### config.mk
export PLATFORM = sky130hd
export DESIGN_NAME = oh_inserter
export DESIGN_NICKNAME = d
export VERILOG_FILES = /design/src/rtl/oh_pkg.sv /design/src/rtl/oh_position.sv /design/src/rtl/oh_scrambler.sv /design/src/rtl/oh_parity.sv /design/src/rtl/oh_inserter.sv
export SDC_FILE = /design/constraint.sdc
export NUM_CORES = 1
export LEC_CHECK = 0
export CAP_MARGIN = 20
export CORE_MARGIN = 2
export CORE_UTILIZATION = 65
export DETAILED_ROUTE_END_ITERATION = 8
export DONT_BUFFER_PORTS = 1
export GPL_ROUTABILITY_DRIVEN = 0
export PLACE_DENSITY = 0.81
export SYNTH_ARGS = -nofsm -noshare
export SYNTH_HDL_FRONTEND = slang
export SYNTH_SLANG_ARGS = --single-unit
### constraint.sdc
create_clock -name clk -period 5 [get_ports clk]
set_clock_uncertainty 0.2 [all_clocks]
set_input_delay 1 -clock clk [delete_from_list [all_inputs] [get_ports clk]]
set_output_delay 1 -clock clk [all_outputs]
set_load 0.005 [all_outputs]
### src/rtl/oh_pkg.sv
package oh_pkg;
    localparam logic [7:0] A1_BYTE  = 8'hF6;
    localparam logic [7:0] A2_BYTE  = 8'h28;
    localparam logic [7:0] FAULT_K2 = 8'h06;
    localparam int SCR_W            = 7;
    localparam int FRAMING_BYTES    = 2;
    localparam logic [SCR_W-1:0] SCR_SEED = '1;

    typedef struct packed {
        logic frame_inv;
        logic parity_inv;
        logic fault;
        logic transparent;
    } oh_ctrl_t;

    typedef enum logic [2:0] {
        SLOT_A1,
        SLOT_A2,
        SLOT_B1,
        SLOT_K2,
        SLOT_OH,
        SLOT_PAYLOAD
    } slot_e;

    // Keystream byte produced from a generator state, MSB first.
    function automatic logic [7:0] scr_key(input logic [SCR_W-1:0] s);
        logic [SCR_W-1:0] t;
        logic [7:0] k;
        t = s;
        k = '0;
        for (int i = 7; i >= 0; i--) begin
            k[i] = t[SCR_W-1];
            t = {t[SCR_W-2:0], t[SCR_W-1] ^ t[SCR_W-2]};
        end
        return k;
    endfunction

    // Generator state after eight bit steps.
    function automatic logic [SCR_W-1:0] scr_adv(input logic [SCR_W-1:0] s);
        logic [SCR_W-1:0] t;
        t = s;
        for (int i = 0; i < 8; i++) begin
            t = {t[SCR_W-2:0], t[SCR_W-1] ^ t[SCR_W-2]};
        end
        return t;
    endfunction
endpackage

### src/rtl/oh_position.sv
module oh_position #(
    parameter int ROWS = 9,
    parameter int COLS = 90,
    localparam int RW = $clog2(ROWS),
    localparam int CW = $clog2(COLS)
) (
    input  logic          clk,
    input  logic          rst,
    input  logic          in_valid,
    input  logic          in_sof,
    output logic [RW-1:0] cur_row,
    output logic [CW-1:0] cur_col
);
    localparam logic [RW-1:0] LAST_ROW = RW'(ROWS - 1);
    localparam logic [CW-1:0] LAST_COL = CW'(COLS - 1);

    logic [RW-1:0] row_q;
    logic [CW-1:0] col_q;

    always_comb begin
        if (in_sof) begin
            cur_row = '0;
            cur_col = '0;
        end else if (col_q == LAST_COL) begin
            cur_col = '0;
            cur_row = (row_q == LAST_ROW) ? '0 : row_q + 1'b1;
        end else begin
            cur_col = col_q + 1'b1;
            cur_row = row_q;
        end
    end

    always_ff @(posedge clk) begin
        if (rst) begin
            row_q <= LAST_ROW;
            col_q <= LAST_COL;
        end else if (in_valid) begin
            row_q <= cur_row;
            col_q <= cur_col;
        end
    end
endmodule

### src/rtl/oh_scrambler.sv
module oh_scrambler
    import oh_pkg::*;
(
    input  logic       clk,
    input  logic       rst,
    input  logic       adv,
    input  logic       restart,
    output logic [7:0] key
);
    logic [SCR_W-1:0] state_q;
    logic [SCR_W-1:0] start;

    assign start = restart ? SCR_SEED : state_q;
    assign key   = scr_key(start);

    always_ff @(posedge clk) begin
        if (rst) begin
            state_q <= SCR_SEED;
        end else if (adv) begin
            state_q <= scr_adv(start);
        end
    end
endmodule

### src/rtl/oh_parity.sv
module oh_parity (
    input  logic       clk,
    input  logic       rst,
    input  logic       en,
    input  logic       frame_start,
    input  logic [7:0] byte_in,
    output logic [7:0] prev_par
);
    logic [7:0] acc_q;

    always_ff @(posedge clk) begin
        if (rst) begin
            acc_q    <= '0;
            prev_par <= '0;
        end else if (en) begin
            if (frame_start) begin
                prev_par <= acc_q;
                acc_q    <= byte_in;
            end else begin
                acc_q <= acc_q ^ byte_in;
            end
        end
    end
endmodule

### src/rtl/oh_inserter.sv
module oh_inserter
    import oh_pkg::*;
#(
    parameter int ROWS    = 9,
    parameter int COLS    = 90,
    parameter int OH_COLS = 3,
    parameter int K2_ROW  = 4,
    parameter int K2_COL  = 2
) (
    input  logic       clk,
    input  logic       rst,
    input  logic       in_valid,
    input  logic       in_sof,
    input  logic [7:0] in_data,
    input  logic       ctl_frame_inv,
    input  logic       ctl_parity_inv,
    input  logic       ctl_fault,
    input  logic       ctl_transparent,
    output logic       out_valid,
    output logic       out_sof,
    output logic [7:0] out_data
);
    localparam int RW = $clog2(ROWS);
    localparam int CW = $clog2(COLS);
    localparam logic [RW-1:0] K2_R  = RW'(K2_ROW);
    localparam logic [CW-1:0] K2_C  = CW'(K2_COL);
    localparam logic [CW-1:0] OH_C  = CW'(OH_COLS);
    localparam logic [CW-1:0] SCR_C = CW'(FRAMING_BYTES);

    logic [RW-1:0] cur_row;
    logic [CW-1:0] cur_col;
    logic          start;
    oh_ctrl_t      ctrl_in, ctrl_q, ctrl;
    slot_e         slot;
    logic [7:0]    key, par, raw, next_byte;
    logic          scramble;

    assign start   = in_valid & in_sof;
    assign ctrl_in = '{frame_inv: ctl_frame_inv, parity_inv: ctl_parity_inv,
                       fault: ctl_fault, transparent: ctl_transparent};
    assign ctrl    = start ? ctrl_in : ctrl_q;

    oh_position #(.ROWS(ROWS), .COLS(COLS)) u_pos (
        .clk(clk), .rst(rst), .in_valid(in_valid), .in_sof(in_sof),
        .cur_row(cur_row), .cur_col(cur_col)
    );

    oh_scrambler u_scr (
        .clk(clk), .rst(rst), .adv(in_valid),
        .restart(cur_row == '0 && cur_col == SCR_C),
        .key(key)
    );

    oh_parity u_par (
        .clk(clk), .rst(rst), .en(in_valid), .frame_start(start),
        .byte_in(next_byte), .prev_par(par)
    );

    always_comb begin
        if (cur_row == '0 && cur_col == '0)             slot = SLOT_A1;
        else if (cur_row == '0 && cur_col == CW'(1))    slot = SLOT_A2;
        else if (cur_row == RW'(1) && cur_col == '0)    slot = SLOT_B1;
        else if (cur_row == K2_R && cur_col == K2_C)    slot = SLOT_K2;
        else if (cur_col < OH_C)                        slot = SLOT_OH;
        else                                            slot = SLOT_PAYLOAD;
    end

    always_comb begin
        raw      = in_data;
        scramble = 1'b1;
        if (ctrl.transparent && slot != SLOT_PAYLOAD) begin
            scramble = 1'b0;
        end else begin
            unique case (slot)
                SLOT_A1: begin
                    raw      = A1_BYTE ^ {8{ctrl.frame_inv}};
                    scramble = 1'b0;
                end
                SLOT_A2: begin
                    raw      = A2_BYTE ^ {8{ctrl.frame_inv}};
                    scramble = 1'b0;
                end
                SLOT_B1: raw = par ^ {8{ctrl.parity_inv}};
                SLOT_K2: raw = ctrl.fault ? FAULT_K2 : in_data;
                default: raw = in_data;
            endcase
        end
        next_byte = scramble ? (raw ^ key) : raw;
    end

    always_ff @(posedge clk) begin
        if (rst) begin
            ctrl_q    <= '0;
            out_valid <= 1'b0;
            out_sof   <= 1'b0;
            out_data  <= '0;
        end else begin
            if (start) ctrl_q <= ctrl_in;
            out_valid <= in_valid;
            out_sof   <= start;
            if (in_valid) out_data <= next_byte;
        end
    end
endmodule

==> results_dict.tcl <==
set metrics [dict create \
    run_status "complete, no violations" \
    clk_pin_slew_ps 90 \
    drcViolationCount 0 \
    hold_buffers 0 \
    diodes 0 \
    cp-start-kind "flop" \
    synth_top_family_by_area "compound AO/OA/AOI/OAI gates" \
    max_cap_violations 0 \
    finalCritPeriodShare 0.746 \
    yosysWarnings 0 \
    layout-drive-gt1-share 0.112 \
    die_h_um 71.8 \
    grt_max_degree 51 \
    postRouteAntennaNets 0 \
    grt_usage 0.277 \
    p_comb_frac 0.242 \
    yosys.area.top_type_share 0.322 \
    top_level_ports 26 \
    ys_types 70 \
    vias_per_cell 6.62 \
    port_buffers 0 \
    p_int_w 0.000626 \
    grt_pass1_wl_mm 11.2 \
    fmax_mhz 268 \
    p_leak_nw 1.05 \
    wirelength_mm 6.94 \
    initial_core_util 0.681 \
    die_x_um 71.8 \
    cts.sinks 48 \
    cts_tree "yes" \
    hold_path_class "reg2reg" \
    core_area_mm2 0.00438 \
    p_per_area_mw_per_mm2 301 \
    synthArstFlopShare 0 \
    grt_pass1_vias 2382 \
    cts_setup_buffers 0 \
    yosys-top-cells-count "nand2_1 (51), dfxtp_1 (48), a21oi_1 (40)" \
    critPathRequiredTime_ps 5030 \
    first_pass_iters 5 \
    syn_inst 364 \
    ctsLongestPathBuffers 2 \
    synth-edff-count 0 \
    syn_to_final_growth_pct 1.72 \
    ys_top_cells_by_area "dfxtp_1 (32%), a21oi_1 (6.7%), nand2_1 (6.4%)" \
    synth.avg_cell_area_um2 8.20 \
    cts-root-buf "clkbuf_8" \
    crit_fanout 15 \
    antenna_found_initial 0 \
    critPathKind "reg2reg" \
    globalRouteOverflowTotal 0 \
    synthAdderAreaFrac 0.0168 \
    synth_xor_area_frac 0.0499 \
    wl_per_cell_um 17.3 \
    nNetsFinal 368 \
    p_sw_frac 0.316 \
    setup_tns_ps 0 \
    yosys.area_share.simple 0.259 \
    yosysTopAreaCell "dfxtp_1" \
    tightest_slew_ps 994 \
    finalCriticalPeriod_ps 3730 \
    syn-num-nets 384 \
    rows 24 \
    slew_headroom 0.337 \
    seq_power_share 0.496 \
    clkPwrFrac 0.262 \
    p_sw_w 0.000289 \
    finalSetupViolCount 0 \
    h-tree-depth 2 \
    synth_compound_area_frac 0.273 \
    drt_iter0_markers 261 \
    cts_made_buffers 5 \
    die-area_mm2 0.00515 \
    synth.mux.area_fraction 0.0361 \
    netlist_area_mm2 0.00298 \
    synth_most_common_cell "nand2_1" \
    crit_arrival_ps 3760 \
    slew_viol_final 0 \
    end_kind "flop" \
    rsz0062_at_grt "false" \
    finalHoldViolCount 0 \
    insertion_delay_ps 300 \
    cts_resized 0 \
    nFillCells 363 \
    ys_seq_area_frac 0.322 \
    vias 2648 \
    dp_hpwl_mm 4.84 \
    ir_drop_mv 0.139 \
    whs_ps 265 \
    ys.flop_type "dfxtp_1" \
    ys_seq_elements 48 \
]
[stage by stage]
stage / setup WS, ps / util / cells / power, W / area, µm²
after global routing: 1030 / 0.692 / 400 / 0.000959 / 3040
after detailed placement: 1310 / 0.672 / 393 / 0.000677 / 2940
after floorplan: 1390 / - / 364 / 0.000645 / 2980
after global placement: 1390 / 0.672 / 393 / 0.000671 / 2940
after CTS: 1350 / 0.692 / 400 / 0.000915 / 3040
final: 1270 / 0.692 / 400 / 0.000915 / 3040
[final cells by class]
cell class / count / area, µm² / area share
tap: 52 / 65.1 / 0.0214
clock buffer: 6 / 82.6 / 0.0272
sequential: 48 / 961 / 0.317
clock inverter: 1 / 8.76 / 0.00289
inverter: 6 / 22.5 / 0.00742
multi-input combinational: 287 / 1900 / 0.624
[flip-flops by register name (all words and copies together), names as in the netlist]
name / cells
out_sof: 1
u_par.prev_par: 8
out_valid: 1
u_pos.col_q: 7
ctrl_q: 4
u_scr.state_q: 7
u_par.acc_q: 8
u_pos.row_q: 4
out_data: 8
[kinds of logic (layout without fill, tap and decap cells)]
logic type,count (synthesis),count (layout)
AOI/OAI and AO/OA,116,116
xor gates and xnor gates,17,17
adders and majority gates,4,4
buffers and inverters,29,13
DFF,48,48
muxes,8,8
and+or+nand+nor,142,142
[cell usage in the layout, fill, tap and decap left out, types with 4 or more instances in the layout]
| cell type | Yosys | layout |
|---|---|---|
| dfxtp_1 | 48 | 48 |
| a211o_1 | 4 | 4 |
| and4_4 | 5 | 5 |
| xnor2_1 | 7 | 7 |
| o31ai_1 | 9 | 9 |
| nor3_1 | 6 | 6 |
| a21oi_1 | 40 | 40 |
| nor2_1 | 31 | 31 |
| nand2b_1 | 4 | 4 |
| xor2_1 | 10 | 10 |
| o21a_1 | 8 | 8 |
| inv_1 | 6 | 6 |
| o21ai_1 | 5 | 5 |
| and2_1 | 4 | 4 |
| or3_1 | 5 | 5 |
| a211oi_1 | 11 | 11 |
| o21ai_0 | 12 | 12 |
| nand2_1 | 51 | 51 |
| ha_1 | 4 | 4 |
| clkbuf_8 | 0 | 6 |
| nand4_1 | 4 | 4 |
[final timing paths]
check	startpoint	endpoint	slack, ps	cells after the start
worst max register to register	u_pos.col_q[0]$_SDFFE_PP1P_	u_par.acc_q[0]$_SDFFE_PP0P_	1270	10
worst min register to register	u_par.prev_par[1]$_SDFFE_PP0P_	u_par.prev_par[1]$_SDFFE_PP0P_	260	2
worst min-delay path	u_par.prev_par[1]$_SDFFE_PP0P_	u_par.prev_par[1]$_SDFFE_PP0P_	260	2
worst max-delay path	u_pos.col_q[0]$_SDFFE_PP1P_	u_par.acc_q[0]$_SDFFE_PP0P_	1270	10
[routing by layer]
metal,vias to the layer above,wire length [µm],track usage
met4,0,89,0.0776
met2,87,3010,0.405
met5,-,0,0
met1,1244,3350,0.405
met3,10,494,0.0661
li1,1307,-,-
[critical path, cell delays in order, from the launching register on]
cell,delay [ps]
dfxtp_1,640
ha_1,250
and4bb_2,350
o211ai_1,170
a221oi_2,380
nor2_1,70
and4bb_1,640
and3b_1,280
a211oi_1,350
o21ai_0,170
a21oi_1,160
[power groups by stage]
stage               Clock, W  Combinational, W  Sequential [W]
floorplan                  0          0.000200        0.000445
finish              0.000240          0.000221        0.000454
global placement           0          0.000211        0.000460
CTS                 0.000245          0.000218        0.000452
global route        0.000259          0.000242        0.000458
detailed placement         0          0.000216        0.000460
No activity file was read; power rests on OpenSTA's default activity.
